===== config.mk =====
export PLATFORM = sky130hd
export DESIGN_NAME = geom_prober
export DESIGN_NICKNAME = d
export VERILOG_FILES = /design/src/rtl/gp_pkg.sv /design/src/rtl/gp_bound.sv /design/src/rtl/gp_ctrl.sv /design/src/rtl/geom_prober.sv
export SDC_FILE = /design/constraint.sdc
export NUM_CORES = 1
export LEC_CHECK = 0
export ABC_CLOCK_PERIOD_IN_PS = 4400
export BUFFER_PORTS_ARGS = -buffer_cell sky130_fd_sc_hd__buf_2
export CAP_MARGIN = 20
export CORE_UTILIZATION = 40
export DETAILED_ROUTE_END_ITERATION = 10
export GPL_ROUTABILITY_DRIVEN = 0
export SYNTH_ARGS = -nofsm -noshare
export SYNTH_HDL_FRONTEND = slang
export SYNTH_SLANG_ARGS = --single-unit

===== constraint.sdc =====
create_clock -name clk -period 4.4 [get_ports clk]
set_input_delay 0.88 -clock clk [delete_from_list [all_inputs] [get_ports clk]]
set_output_delay 0.88 -clock clk [all_outputs]
set_load 0.05 [all_outputs]

===== src/rtl/gp_pkg.sv =====
package gp_pkg;

    typedef enum logic [1:0] {
        ST_IDLE   = 2'd0,
        ST_PICK   = 2'd1,
        ST_WAIT   = 2'd2,
        ST_FINISH = 2'd3
    } gp_state_e;

    localparam int NDIM = 3;
    localparam logic [1:0] DIM_HEAD = 2'd0;
    localparam logic [1:0] DIM_CYL  = 2'd1;
    localparam logic [1:0] DIM_SEC  = 2'd2;

endpackage


===== src/rtl/gp_bound.sv =====
module gp_bound #(
    parameter int LIMIT = 16,
    localparam int LW = $clog2(LIMIT + 1)
) (
    input  logic          clk,
    input  logic          rst_n,
    input  logic          init,
    input  logic          upd,
    input  logic          ok,
    output logic [LW-1:0] lo_o,
    output logic [LW-1:0] mid_o,
    output logic          conv_o
);

    logic [LW-1:0] lo_q;
    logic [LW-1:0] hi_q;
    logic [LW:0]   sum;

    always_ff @(posedge clk) begin
        if (!rst_n || init) begin
            lo_q <= '0;
            hi_q <= LW'(LIMIT);
        end else if (upd) begin
            if (ok)
                lo_q <= mid_o;
            else
                hi_q <= mid_o;
        end
    end

    always_comb begin
        sum    = {1'b0, lo_q} + {1'b0, hi_q};
        mid_o  = sum[LW:1];
        lo_o   = lo_q;
        conv_o = ({1'b0, lo_q} + {{LW{1'b0}}, 1'b1}) >= {1'b0, hi_q};
    end

endmodule


===== src/rtl/gp_ctrl.sv =====
module gp_ctrl
    import gp_pkg::*;
(
    input  logic            clk,
    input  logic            rst_n,
    input  logic            start,
    input  logic            ovr_en,
    input  logic [NDIM-1:0] conv,
    input  logic            resp,
    output logic            init,
    output logic [NDIM-1:0] upd,
    output logic            seek_req,
    output logic [1:0]      dim,
    output logic            latch_res,
    output logic            latch_ovr,
    output logic            done
);

    gp_state_e  state_q, state_d;
    logic [1:0] dim_q, dim_d;
    logic       cur_conv;

    always_ff @(posedge clk) begin
        if (!rst_n) begin
            state_q <= ST_IDLE;
            dim_q   <= DIM_HEAD;
        end else begin
            state_q <= state_d;
            dim_q   <= dim_d;
        end
    end

    always_comb begin
        case (dim_q)
            DIM_HEAD: cur_conv = conv[0];
            DIM_CYL:  cur_conv = conv[1];
            DIM_SEC:  cur_conv = conv[2];
            default:  cur_conv = 1'b1;
        endcase
    end

    always_comb begin
        state_d = state_q;
        dim_d   = dim_q;
        unique case (state_q)
            ST_IDLE: begin
                if (start) begin
                    if (ovr_en) begin
                        state_d = ST_FINISH;
                    end else begin
                        state_d = ST_PICK;
                        dim_d   = DIM_HEAD;
                    end
                end
            end
            ST_PICK: begin
                if (cur_conv) begin
                    if (dim_q == DIM_SEC)
                        state_d = ST_FINISH;
                    else
                        dim_d = dim_q + 2'd1;
                end else begin
                    state_d = ST_WAIT;
                end
            end
            ST_WAIT: begin
                if (resp)
                    state_d = ST_PICK;
            end
            ST_FINISH: state_d = ST_IDLE;
        endcase
    end

    always_comb begin
        init      = (state_q == ST_IDLE) && start && !ovr_en;
        latch_ovr = (state_q == ST_IDLE) && start && ovr_en;
        seek_req  = (state_q == ST_WAIT);
        upd       = '0;
        if ((state_q == ST_WAIT) && resp)
            upd = NDIM'(1) << dim_q;
        latch_res = (state_q == ST_PICK) && cur_conv && (dim_q == DIM_SEC);
        done      = (state_q == ST_FINISH);
        dim       = dim_q;
    end

endmodule


===== src/rtl/geom_prober.sv =====
module geom_prober
    import gp_pkg::*;
#(
    parameter int HEAD_LIMIT = 16,
    parameter int CYL_LIMIT  = 1024,
    parameter int SEC_LIMIT  = 64,
    parameter int HEAD_FW    = 5,
    parameter int CYL_FW     = 10,
    parameter int SEC_FW     = 6,
    localparam int HCW = $clog2(HEAD_LIMIT + 1),
    localparam int CCW = $clog2(CYL_LIMIT + 1),
    localparam int SCW = $clog2(SEC_LIMIT + 1)
) (
    input  logic               clk,
    input  logic               rst_n,
    input  logic               start,
    input  logic               ovr_en,
    input  logic [HCW-1:0]     ovr_heads,
    input  logic [CCW-1:0]     ovr_cyls,
    input  logic [SCW-1:0]     ovr_secs,
    output logic               seek_req,
    output logic [HEAD_FW-1:0] seek_head,
    output logic [CYL_FW-1:0]  seek_cyl,
    output logic [SEC_FW-1:0]  seek_sec,
    input  logic               seek_resp,
    input  logic               seek_ok,
    output logic               done,
    output logic [HCW-1:0]     heads_out,
    output logic [CCW-1:0]     cyls_out,
    output logic [SCW-1:0]     secs_out
);

    logic            init, latch_res, latch_ovr;
    logic [NDIM-1:0] upd, conv;
    logic [1:0]      dim;
    logic [HCW-1:0]  h_lo, h_mid;
    logic [CCW-1:0]  c_lo, c_mid;
    logic [SCW-1:0]  s_lo, s_mid;

    gp_ctrl u_ctrl (
        .clk       (clk),
        .rst_n     (rst_n),
        .start     (start),
        .ovr_en    (ovr_en),
        .conv      (conv),
        .resp      (seek_resp),
        .init      (init),
        .upd       (upd),
        .seek_req  (seek_req),
        .dim       (dim),
        .latch_res (latch_res),
        .latch_ovr (latch_ovr),
        .done      (done)
    );

    gp_bound #(.LIMIT(HEAD_LIMIT)) u_head (
        .clk(clk), .rst_n(rst_n), .init(init), .upd(upd[0]), .ok(seek_ok),
        .lo_o(h_lo), .mid_o(h_mid), .conv_o(conv[0])
    );

    gp_bound #(.LIMIT(CYL_LIMIT)) u_cyl (
        .clk(clk), .rst_n(rst_n), .init(init), .upd(upd[1]), .ok(seek_ok),
        .lo_o(c_lo), .mid_o(c_mid), .conv_o(conv[1])
    );

    gp_bound #(.LIMIT(SEC_LIMIT)) u_sec (
        .clk(clk), .rst_n(rst_n), .init(init), .upd(upd[2]), .ok(seek_ok),
        .lo_o(s_lo), .mid_o(s_mid), .conv_o(conv[2])
    );

    // Field formation: earlier dimensions frozen at lower bound, later ones zero
    always_comb begin
        seek_head = HEAD_FW'((dim == DIM_HEAD) ? h_mid : h_lo);
        unique case (dim)
            DIM_HEAD: seek_cyl = '0;
            DIM_CYL:  seek_cyl = CYL_FW'(c_mid);
            default:  seek_cyl = CYL_FW'(c_lo);
        endcase
        seek_sec = (dim == DIM_SEC) ? SEC_FW'(s_mid) : '0;
    end

    always_ff @(posedge clk) begin
        if (!rst_n) begin
            heads_out <= '0;
            cyls_out  <= '0;
            secs_out  <= '0;
        end else if (latch_ovr) begin
            heads_out <= ovr_heads;
            cyls_out  <= ovr_cyls;
            secs_out  <= ovr_secs;
        end else if (latch_res) begin
            heads_out <= h_lo + HCW'(1);
            cyls_out  <= c_lo + CCW'(1);
            secs_out  <= s_lo + SCW'(1);
        end
    end

endmodule


Yosys cells after proc, flatten, opt, wreduce, memory -nomap -nowiden --
Index checks and enable logic that the tools add are counted.
Operators by class: add/subtract/negate cells 10, order comparisons 3, equality and inequality tests 11, shift-type cells 1, muxes and demuxes 22, bitwise gates (word level) 1, reduce and logical (&&, ||, !) cells 21
Operator list (count):
- 11-bit 2-to-1 mux | 2
- 10-bit one-hot mux with 2 select lines | 1
- 2-bit 2-to-1 mux | 9
- 5-bit 2-to-1 mux | 3
- 7-bit 2-to-1 mux | 2
- 11-bit by 1-bit adder with 12-bit output (second input constant) | 1
- 11-bit by 11-bit adder with 12-bit output | 1
- 12-bit by 11-bit >= comparator with 1-bit output | 1
- 2-bit AND reduction | 6
- 11-bit by 1-bit adder with 11-bit output (second input constant) | 1
- 7-bit by 1-bit adder with 8-bit output (second input constant) | 1
- 7-bit by 7-bit adder with 8-bit output | 1
- 8-bit by 7-bit >= comparator with 1-bit output | 1
- 2-bit one-hot mux with 4 select lines | 1
- 7-bit by 1-bit adder with 7-bit output (second input constant) | 1
- 5-bit by 1-bit adder with 6-bit output (second input constant) | 1
- 5-bit by 5-bit adder with 6-bit output | 1
- 2-bit == test (second input constant) | 3
- 6-bit by 5-bit >= comparator with 1-bit output | 1
- 1-bit logical AND | 6
- 6-bit 2-to-1 mux | 1
- 2-bit != test (second input constant) | 3
- 5-bit by 1-bit adder with 5-bit output (second input constant) | 1
- 5-bit AND reduction | 1
- 14 further kinds | 19
Word-level totals: register bits after elaboration 73, input port bits 29, output and inout port bits 46, word-level logic and storage cells 80

Logic depth before layout (Yosys ltp) --
Gate-level depths: netlist of the first run.
depth in word-level cells 7, mapped depth 13, depth with buffers taken out 12

Hierarchy --
Synthesis of the first run repeated with hierarchy kept, for this count alone.
Unflattened totals: cell total of the unflattened synthesis 688, area total of the unflattened synthesis 5720.5 um^2
By module, submodules not included:
- gp_bound at u_cyl | times used 1, cells an instance 212, area each 1692.9 um^2, sequential area each 440.4 um^2
- geom_prober | times used 1, cells an instance 203, area each 1659.1 um^2, sequential area each 460.4 um^2
- gp_bound at u_sec | times used 1, cells an instance 142, area each 1183.6 um^2, sequential area each 280.3 um^2
- gp_bound at u_head | times used 1, cells an instance 90, area each 839.6 um^2, sequential area each 200.2 um^2
- gp_ctrl | times used 1, cells an instance 41, area each 345.3 um^2, sequential area each 80.1 um^2

Worst setup path after synthesis of the first run --
No wires, ideal clock.
path kind register -> output, from register u_cyl.lo_q[0] (netlist: u_cyl.lo_o[0]), to output port seek_cyl[9], arrival 2.442 ns, required time 3.520 ns, path slack 1.078 ns, stages on the path, launching flop included 11, buffers on the path 0, cells stage by stage dfxtp_1 ha_1 inv_1 fa_1 nor2b_1 o21ai_0 a21oi_1 o21a_1 o311ai_0 nand2_1 o21ai_0
On the way: word-level cells in the longest chain between the ends 2
RTL lines:
- from (decl) | line gp_bound.sv:15 | logic [LW-1:0] lo_q;
- from (signal assigned) | line gp_bound.sv:25 | lo_q <= mid_o;
- 11-bit by 11-bit adder with 12-bit output | line gp_bound.sv:32 | sum = {1'b0, lo_q} + {1'b0, hi_q};
- 10-bit one-hot mux with 2 select lines | line geom_prober.sv:74 | unique case (dim)
- to (decl) | line geom_prober.sv:23 | output logic [CYL_FW-1:0] seek_cyl,
Every way passes these cells.

Worst setup path in the final report of the first run --
Same ends and word-level chain as after synthesis.

==> run_results.csv, run 1 <==
group,metric,value,unit
global_route,grt_max_degree,55,
placement,dp_hpwl,9940,um
floorplan,initial_core_util,41.5,%
logic_synthesis,syn_area,5050,um2
cells_and_area,layout-drive-gt1-share,14.9,%
cts,post_cts_resize_count,0,
cts,clk_pin_slew,0.06,ns
cts,clock_path_buffers,2,
timing,rsz0062_at_grt,"no",
worst_setup_path,path_common_cell,"o21ai_0",
route,dr.pass1.iters,4,
timing,finalSetupViolCount,0,
logic_synthesis,ys_seq_area_share,28.9,%
timing,slew_violations,0,
floorplan,die_area,13100,um2
floorplan,die_h,114,um
global_route,met1_usage,27.9,%
cts,hold_buffers,0,
cts,root_buffer,"clkbuf_16",
logic_synthesis,synth_compound_area_share,19.2,%
status,status,"completed",
cts,clock_latency,0.35,ns
route,wl_per_cell,15.2,um
timing,max_freq,0.258,GHz
global_route,grt_util_all_layers,21.3,%
floorplan,rows,40,
worst_setup_path,r2r_start,"u_cyl.lo_o[0]",
global_route,antenna_found_initial,0,
logic_synthesis,ys_types,49,
logic_synthesis,synth_flop_cell,"dfxtp_1",
cells_and_area,final_cell_mix,"102 x nand2_1, 74 x buf_2, 73 x dfxtp_1",
logic_synthesis,synthArstFlopShare,0,%
cells_and_area,fin_util,48.3,%
pwr,irDropWorstVdd,0.181,mV
floorplan,die_x,114,um
pwr,power.density,277,nW/um2
worst_hold_path,hp-start,"secs_out[5]",
route,ant_nets,0,
global_route,grt_util_met2,35.2,%
worst_setup_path,critPathLaunch,"u_cyl.lo_o[0]",
cts,postCtsSetupRepairBufs,0,
logic_synthesis,ys_warn_count,0,
job,maxCapViolCount,0,
timing,hold_viol_final,0,
route,drt-total-wl,13200,um
logic_synthesis,synth_top_family_by_area,"simple AND/OR/NAND/NOR gates",
cells_and_area,antenna_cells,0,
worst_setup_path,crit_slowest_cell,"o311ai_0",
worst_hold_path,hp-class,"reg -> reg",
cts,cts_tree,"built",
cts,numCtsBuffers,9,
worst_setup_path,cp_max_fo,7,
logic_synthesis,synthCells,637,
logic_synthesis,synth_fa_ha_area_share,13.8,%
route,via_per_inst,5.31,
route,drc,0,
route,drtIter0Drc,219,
global_route,grt.met3_usage,4.24,%
floorplan,core,12200,um2
timing,fin_worst_skew,0.00858,ns
worst_setup_path,slowest_delay,0.56,ns
logic_synthesis,ys_ff_latch,73,
logic_synthesis,synth-simple-area-share,22.4,%
worst_setup_path,crit_arrival,2.99,ns
cells_and_area,area_delta_synth_final,16.2,%
worst_setup_path,critPathKind,"reg -> out",
timing,min_period_over_period,88.0,%
global_route,gr-max-usage-layer,"met2",
global_route,grt_pass1_vias,4356,
logic_synthesis,synthMuxAreaShare,4.61,%
timing,tns,0,ns
cts,htreeDepth,3,
timing,maxSlewHeadroom,44.8,%
worst_setup_path,cp-end-kind,"output port",
pwr,leakagePower,2.59,nW
logic_synthesis,syn_avg_cell_area,7.93,um2
worst_setup_path,cp.required,3.52,ns
global_route,overflow,0,
cells_and_area,final_common_cell,"nand2_1",
cts,cts_sinks,73,
worst_setup_path,path_buf_inv,2,
worst_setup_path,reg2reg_slack,0.68,ns
worst_setup_path,crit_path_start_kind,"flip-flop",
cells_and_area,nNetsFinal,783,
logic_synthesis,synth_edf_count,0,
route,vias,4639,
worst_setup_path,crit_family,"compound AO/OA/AOI/OAI gates",
logic_synthesis,synth_xor_area_share,5.55,%
worst_setup_path,cp_cell_sequence,"ha_1 > inv_1 > fa_1 > nor2b_1 > o21ai_0 > a21oi_1 > o21a_1 > o311ai_0 > nand2_1 > o21ai_0 > buf_2",
floorplan,io_pins,75,
placement,io_buffers,74,
logic_synthesis,syn_nets,720,
global_route,grt_pass1_wl,21500,um
timing,min_period,3.87,ns
timing,worstMarginPinSlew,0.828,ns
## per-layer routing
layer	part of all wire [%]	vias up
met5	0	-
met4	1.4	0
met3	4.6	12
met2	46	111
met1	48	2165
li1	-	2351
## state kept, by name (all words and copies together) (netlist names)
register	flops
u_ctrl.dim	2
u_sec.lo_o	7
u_head.lo_o	5
u_sec.hi_q	7
u_ctrl.state_q	2
u_cyl.hi_q	11
u_head.hi_q	5
cyls_out	11
heads_out	5
secs_out	7
u_cyl.lo_o	11
## power by group
part / switching (W) / internal [W]
combinational: 0.000111 / 0.0000499
clock: 0.000298 / 0.000484
sequential: 0.00000853 / 0.000673
total: 0.000417 / 0.00121
## per-stage QoR
stage               hold WS (ns)  total power [W]  cells  setup WS (ns)  instance area (um2)
floorplan                  0.453         0.000816    637           1.08                 5050
CTS                        0.459          0.00164    872          0.548                 5850
global placement           0.445         0.000854    856          0.950                 5540
global route               0.468          0.00168    873          0.270                 5870
detailed placement         0.451         0.000857    856          0.755                 5540
finish                     0.455          0.00162    873          0.530                 5870
## cells in the mapped netlist (all sizes together), types with 3 or more instances
| library cell | number | share of area (%) |
|---|---|---|
| fa | 3 | 1.2 |
| and2 | 9 | 1.1 |
| nand2b | 23 | 2.8 |
| nor3 | 12 | 1.2 |
| xor2 | 13 | 2.3 |
| o21a | 3 | 0.45 |
| nor2b | 8 | 0.99 |
| o21ai | 24 | 2.4 |
| xnor2 | 19 | 3.3 |
| dfxtp | 73 | 29 |
| a21o | 6 | 0.89 |
| o211ai | 21 | 3.2 |
| and3 | 4 | 0.50 |
| a211oi | 6 | 0.89 |
| mux2i | 21 | 4.2 |
| nand3b | 3 | 0.45 |
| buf | 4 | 0.79 |
| nand3 | 22 | 2.2 |
| nor2 | 42 | 3.4 |
| o31ai | 8 | 1.2 |
| inv | 41 | 3.0 |
| nand4 | 4 | 0.62 |
| o311a | 7 | 1.6 |
| a22o | 4 | 0.69 |
| a21oi | 54 | 5.4 |
| nor3b | 3 | 0.45 |
| ha | 51 | 13 |
| nand2 | 102 | 7.6 |
| o21bai | 6 | 0.89 |
| clkbuf | 22 | 1.6 |
## logic make-up (layout without fill, tap and decap cells)
kind of cell / count (synthesis) / after routing
AND/OR/NAND/NOR: 239 / 239
XOR/XNOR: 32 / 32
multiplexers: 23 / 23
buffers and inverters: 67 / 135
AO/OA/AOI/OAI: 149 / 149
flip-flops: 73 / 73
adder cells (fa/ha/maj): 54 / 54
## final cells by class
class                   count  area (um2)
repair buffers             78         408
well taps                 168         210
clock buffers              12         267
flip-flops and latches     73        1460
multi-input cells         497        3320
inverters                  41         154
fillers                  1209        6290
clock inverters             4        50.0
## worst paths after layout
| path | depth (start not counted) | to |
|---|---|---|
| worst max-delay path | 11 | seek_cyl[9] |
| worst min-delay path | 2 | secs_out[5] |
| worst max register to register | 11 | secs_out[3] |
| worst min register to register | 2 | secs_out[5] |
## worst register-to-register path: cells and delay by family, from the launching register on
kind | cells | cell delay, ns
compound gates | 3 | 1.18
simple gates | 4 | 1.00
fa+ha+maj | 2 | 0.49
flops | 1 | 0.45
xor+xnor | 1 | 0.25
mux | 1 | 0.25
No activity file was read; power rests on OpenSTA's default activity.
==> inputs of run 2 (changes only) <==
- BUFFER_PORTS_ARGS: -buffer_cell sky130_fd_sc_hd__buf_2 -> default
- DONT_BUFFER_PORTS: default -> 1
==> run 2 against run 1 <==
Compared with the run above:
- total power is 3.1% lower
- via count is 6.2% lower
- worst setup slack better by 0.079 ns
- non-clock buffer count is 66 lower
- fmax is 2.1% higher
- global-route usage is 0.29 points lower
- combinational power is 36% lower
- largest cell class unchanged
==> run_results.csv, run 2 (synthesis gave the netlist of run 1 again) <==
group,metric,value,unit
status,status,"completed",
cells_and_area,fillerInstances,1184,
timing,maxSlewHeadroom,31.4,%
global_route,overflow,0,
worst_setup_path,reg2reg_depth,11,
floorplan,die_x,114,um
cts,cts_tree,"built",
cts,htreeDepth,3,
worst_setup_path,critPathKind,"reg -> out",
pwr,irDropWorstVdd,0.126,mV
cts,clock_path_buffers,2,
job,maxCapViolCount,0,
floorplan,rows,40,
timing,min_period,3.79,ns
cts,cts_sinks,73,
cts,postCtsSetupRepairBufs,0,
timing,worstMarginPinSlew,1.02,ns
global_route,grt_pass1_vias,4196,
worst_setup_path,cp_max_fo,7,
cts,post_cts_resize_count,0,
cells_and_area,nNetsFinal,717,
pwr,p_comb_share,6.6,%
cells_and_area,antenna_cells,0,
route,drtIter0Drc,246,
cts,clock_latency,0.34,ns
route,dr.pass1.iters,4,
worst_setup_path,crit_arrival,2.91,ns
timing,slew_violations,0,
worst_setup_path,crit_path_start_kind,"flip-flop",
floorplan,core,12200,um2
worst_setup_path,crit_slowest_cell,"o21ai_1",
route,drt-total-wl,13100,um
timing,hold_slack,0.477,ns
worst_hold_path,holdPathStages,2,
cells_and_area,final_cell_mix,"102 x nand2_1, 73 x dfxtp_1, 54 x a21oi_1",
pwr,clock_power_share,48.1,%
global_route,met1_usage,27.7,%
floorplan,io_pins,75,
route,drc,0,
placement,io_buffers,0,
route,vias,4350,
cells_and_area,layout-drive-gt1-share,6.57,%
pwr,switching_share,26.0,%
global_route,grt_util_met2,34.1,%
timing,min_period_over_period,86.1,%
global_route,grt_max_degree,55,
route,ant_nets,0,
cells_and_area,fin_cells,807,
route,via_per_inst,5.39,
placement,dp_hpwl,9940,um
pwr,power.density,284,nW/um2
timing,max_freq,0.264,GHz
placement,dp.cells,791,
floorplan,die_area,13100,um2
pwr,pwr-share-seq,45.3,%
timing,fin_worst_skew,0.00759,ns
timing,hold_viol_final,0,
timing,finalSetupViolCount,0,
global_route,gr-max-usage-layer,"met2",
pwr,p_int,0.00116,W
worst_setup_path,cp_cell_sequence,"ha_1 > inv_1 > fa_1 > nor2b_1 > o21ai_0 > a21oi_1 > nor2_1 > xnor2_1 > nand2_1 > o21ai_1",
cts,root_buffer,"clkbuf_16",
global_route,grt_util_all_layers,21.0,%
floorplan,die_h,114,um
timing,rsz0062_at_grt,"no",
cells_and_area,final_common_cell,"nand2_1",
cts,clk_pin_slew,0.06,ns
route,wl_per_cell,16.3,um
worst_hold_path,hp-class,"reg -> reg",
cells_and_area,fin_util,45.7,%
pwr,leakagePower,2.26,nW
timing,tns,0,ns
cells_and_area,area_delta_synth_final,9.96,%
worst_setup_path,cp.required,3.52,ns
cts,numCtsBuffers,9,
global_route,antenna_found_initial,0,
floorplan,initial_core_util,41.5,%
worst_setup_path,cp-end-kind,"output port",
global_route,grt_pass1_wl,21300,um
worst_setup_path,slowest_delay,0.54,ns
global_route,grt.met3_usage,4.02,%
cts,hold_buffers,0,
pwr,p_switching,0.000410,W
[run 2: path summary, 6_finish.rpt]
path / start / to / slack, ns
setup / recovery: u_cyl.lo_o[0] / seek_cyl[5] / 0.61
hold / removal: u_sec.hi_q[1] / u_sec.hi_q[1] / 0.48
hold reg to reg: u_sec.hi_q[1] / u_sec.hi_q[1] / 0.48
setup reg to reg: u_cyl.lo_o[0] / u_ctrl.dim[0] / 0.79
[run 2: stage by stage]
step                instance area (um2)  setup WS, ns  total power [W]
detailed placement                 5250         0.721         0.000831
floorplan                          5050          1.08         0.000816
finish                             5550         0.609          0.00158
global placement                   5250         0.972         0.000829
CTS                                5550         0.601          0.00159
global route                       5550         0.290          0.00163
[run 2: final cells by class]
cell class                 instances  area, um2  area share, %
multi-input combinational        497       3330           60.0
timing repair buffer              12       90.1           1.62
clock inverter                     6       66.3           1.19
clock buffer                      10        239           4.30
inverter                          41        154           2.77
sequential                        73       1460           26.3
tap                              168        210           3.78
[run 2: power groups by stage]
stage | combinational (W) | clock, W | sequential [W]
floorplan | 0.0000905 | 0 | 0.000725
detailed placement | 0.000102 | 0 | 0.000729
CTS | 0.000103 | 0.000772 | 0.000714
finish | 0.000103 | 0.000758 | 0.000714
global placement | 0.000101 | 0 | 0.000728
global route | 0.000113 | 0.000805 | 0.000715
[run 2: routing by layer]
metal	wire, um	share of wire (%)
met5	0	0
met4	181	1.4
met3	677	5.2
met2	6120	47
met1	6150	47
[run 2: worst max-delay path: cells and delay by family, from the launching register on]
| family | cells | cell delay, ns |
|---|---|---|
| AOI/OAI and AO/OA | 3 | 0.90 |
| adders and majority gates | 2 | 0.63 |
| DFF | 1 | 0.45 |
| and+or+nand+nor | 3 | 0.28 |
| xor gates and xnor gates | 1 | 0.25 |
| buffers and inverters | 1 | 0.06 |
==> inputs of run 3 (changes only) <==
- CORE_UTILIZATION: 40 -> 65
- PLACE_DENSITY: default -> 0.81
==> run 3 against run 2 <==
Compared with the run above:
- global-route usage is 10 points higher
- worst setup slack worse by 0.20 ns
- die area shrank 38%
- utilization is 27 points higher
- sequential share of layout area up 0.96 points
- fmax fell by 5.0%
- clock skew fell by 0.0014 ns
- non-clock buffer count fell by 3
- clock power shrank 24%
- sequential cell count did not move
- critical path type unchanged
- largest cell class unchanged
==> run_results.csv, run 3 (synthesis gave the netlist of run 1 again) <==
group,metric,value,unit
route,via_per_inst,6.12,
route,wl_per_cell,17.0,um
cts,htreeDepth,3,
worst_setup_path,crit_arrival,3.11,ns
pwr,leakagePower,2.21,nW
global_route,grt_max_degree,55,
global_route,grt_util_all_layers,31.4,%
global_route,overflow,0,
global_route,antenna_found_initial,0,
floorplan,die_h,90.2,um
route,drt-total-wl,12500,um
placement,pre_cts_slack,0.639,ns
timing,worstMarginPinSlew,1.02,ns
route,drtIter0Drc,267,
route,dr.pass1.iters,5,
floorplan,io_pins,75,
job,maxCapViolCount,0,
worst_setup_path,r2r_start,"u_cyl.lo_o[0]",
global_route,grt_pass1_vias,4374,
worst_hold_path,hp-start,"u_sec.hi_q[1]",
timing,min_period_over_period,90.6,%
worst_setup_path,cp_max_fo,7,
placement,io_buffers,0,
cts,post_cts_resize_count,0,
cells_and_area,final_common_cell,"nand2_1",
global_route,gr-max-usage-layer,"met2",
route,vias,4500,
global_route,met1_usage,38.8,%
worst_setup_path,r2r-end,"cyls_out[7]",
timing,slew_violations,0,
status,status,"completed",
timing,max_freq,0.251,GHz
cells_and_area,antenna_cells,0,
worst_hold_path,min_to,"u_sec.hi_q[1]",
route,ant_nets,0,
worst_setup_path,crit_family,"compound AO/OA/AOI/OAI gates",
cells_and_area,nNetsFinal,714,
global_route,grt_pass1_wl,20600,um
timing,tns,0,ns
cts,clk_pin_slew,0.08,ns
worst_setup_path,cp.required,3.52,ns
cells_and_area,ff_latch_area,1460,um2
cts,numCtsBuffers,9,
floorplan,die_area,8130,um2
cells_and_area,area_delta_synth_final,6.09,%
worst_hold_path,hp-class,"reg -> reg",
floorplan,die_x,90.2,um
timing,hold_viol_final,0,
placement,dp_hpwl,9410,um
global_route,grt_util_met2,53.6,%
worst_setup_path,slowest_delay,0.58,ns
cells_and_area,final_cell_mix,"102 x nand2_1, 73 x dfxtp_1, 54 x a21oi_1",
worst_setup_path,crit_slowest_cell,"o311ai_0",
timing,finalSetupViolCount,0,
timing,maxSlewHeadroom,31.4,%
cts,cts_sinks,73,
floorplan,rows,31,
worst_setup_path,path_buf_inv,1,
cells_and_area,multi_input_area,3330,um2
pwr,irDropWorstVdd,0.149,mV
worst_setup_path,crit_path_start_kind,"flip-flop",
floorplan,initial_core_util,68.5,%
worst_hold_path,holdPathStages,2,
timing,fin_worst_skew,0.00618,ns
worst_setup_path,cp-end-kind,"output port",
cts,postCtsSetupRepairBufs,0,
timing,rsz0062_at_grt,"no",
cells_and_area,layout-drive-gt1-share,5.82,%
cts,clock_path_buffers,2,
timing,setup_ws,0.411,ns
pwr,power.density,259,nW/um2
timing,hold_slack,0.477,ns
global_route,grt.met3_usage,4.65,%
cts,clock_latency,0.35,ns
worst_setup_path,reg2reg_slack,0.51,ns
cells_and_area,fillerInstances,597,
worst_setup_path,critPathKind,"reg -> out",
route,drc,0,
cts,cts_tree,"built",
timing,min_period,3.99,ns
floorplan,core,7370,um2
worst_setup_path,cp_cell_sequence,"ha_1 > inv_1 > fa_1 > nor2b_1 > o21ai_0 > a21oi_1 > o21a_1 > o311ai_0 > nand2_1 > o21ai_1",
cts,hold_buffers,0,
worst_setup_path,reg2reg_depth,11,
cts,root_buffer,"clkbuf_8",
-- run 3: worst max-delay path by stage --
stage / slack, ns / to / start / depth (start not counted)
2_1_floorplan: 1.08 / seek_cyl[9] / u_cyl.lo_o[0] / 10
3_3_place_gp: 0.90 / seek_cyl[9] / u_cyl.lo_o[0] / 10
3_5_place_dp: 0.64 / cyls_out[7] / u_cyl.lo_o[0] / 11
4_1_cts: 0.44 / seek_cyl[9] / u_cyl.lo_o[2] / 8
5_1_grt: 0.19 / seek_cyl[9] / u_cyl.lo_o[2] / 8
6_report: 0.41 / seek_cyl[9] / u_cyl.lo_o[0] / 10
-- run 3: worst min-delay path: cells and delay by family, from the launching register on --
kind	cells	cell delay (ns)
AO/OA/AOI/OAI	1	0.05
flip-flops	1	0.33
AND/OR/NAND/NOR	1	0.06
-- run 3: report_power, final --
part           switching [W]  internal [W]
sequential         0.0000407      0.000672
clock               0.000254      0.000319
combinational      0.0000664     0.0000357
-- run 3: area by class of cell --
type | count | area share, %
multi-input combinational | 497 | 62.2
sequential | 73 | 27.3
inverter | 41 | 2.87
clock buffer | 11 | 2.45
tap | 99 | 2.31
clock inverter | 5 | 1.49
timing repair buffer | 9 | 1.40
-- run 3: routing by layer --
| metal | up-vias | share of wire [%] |
|---|---|---|
| met1 | 2082 | 41 |
| met4 | 0 | 3.2 |
| met2 | 177 | 49 |
| li1 | 2205 | - |
| met5 | - | 0 |
| met3 | 36 | 7.0 |
-- run 3: metrics by stage --
stage	instances	power (W)	util (%)	instance area (um2)
finish	735	0.00139	72.7	5360
global placement	718	0.000825	69.6	5130
detailed placement	718	0.000829	69.6	5130
CTS	734	0.00139	72.5	5340
global route	735	0.00143	72.7	5360
floorplan	637	0.000816	-	5050
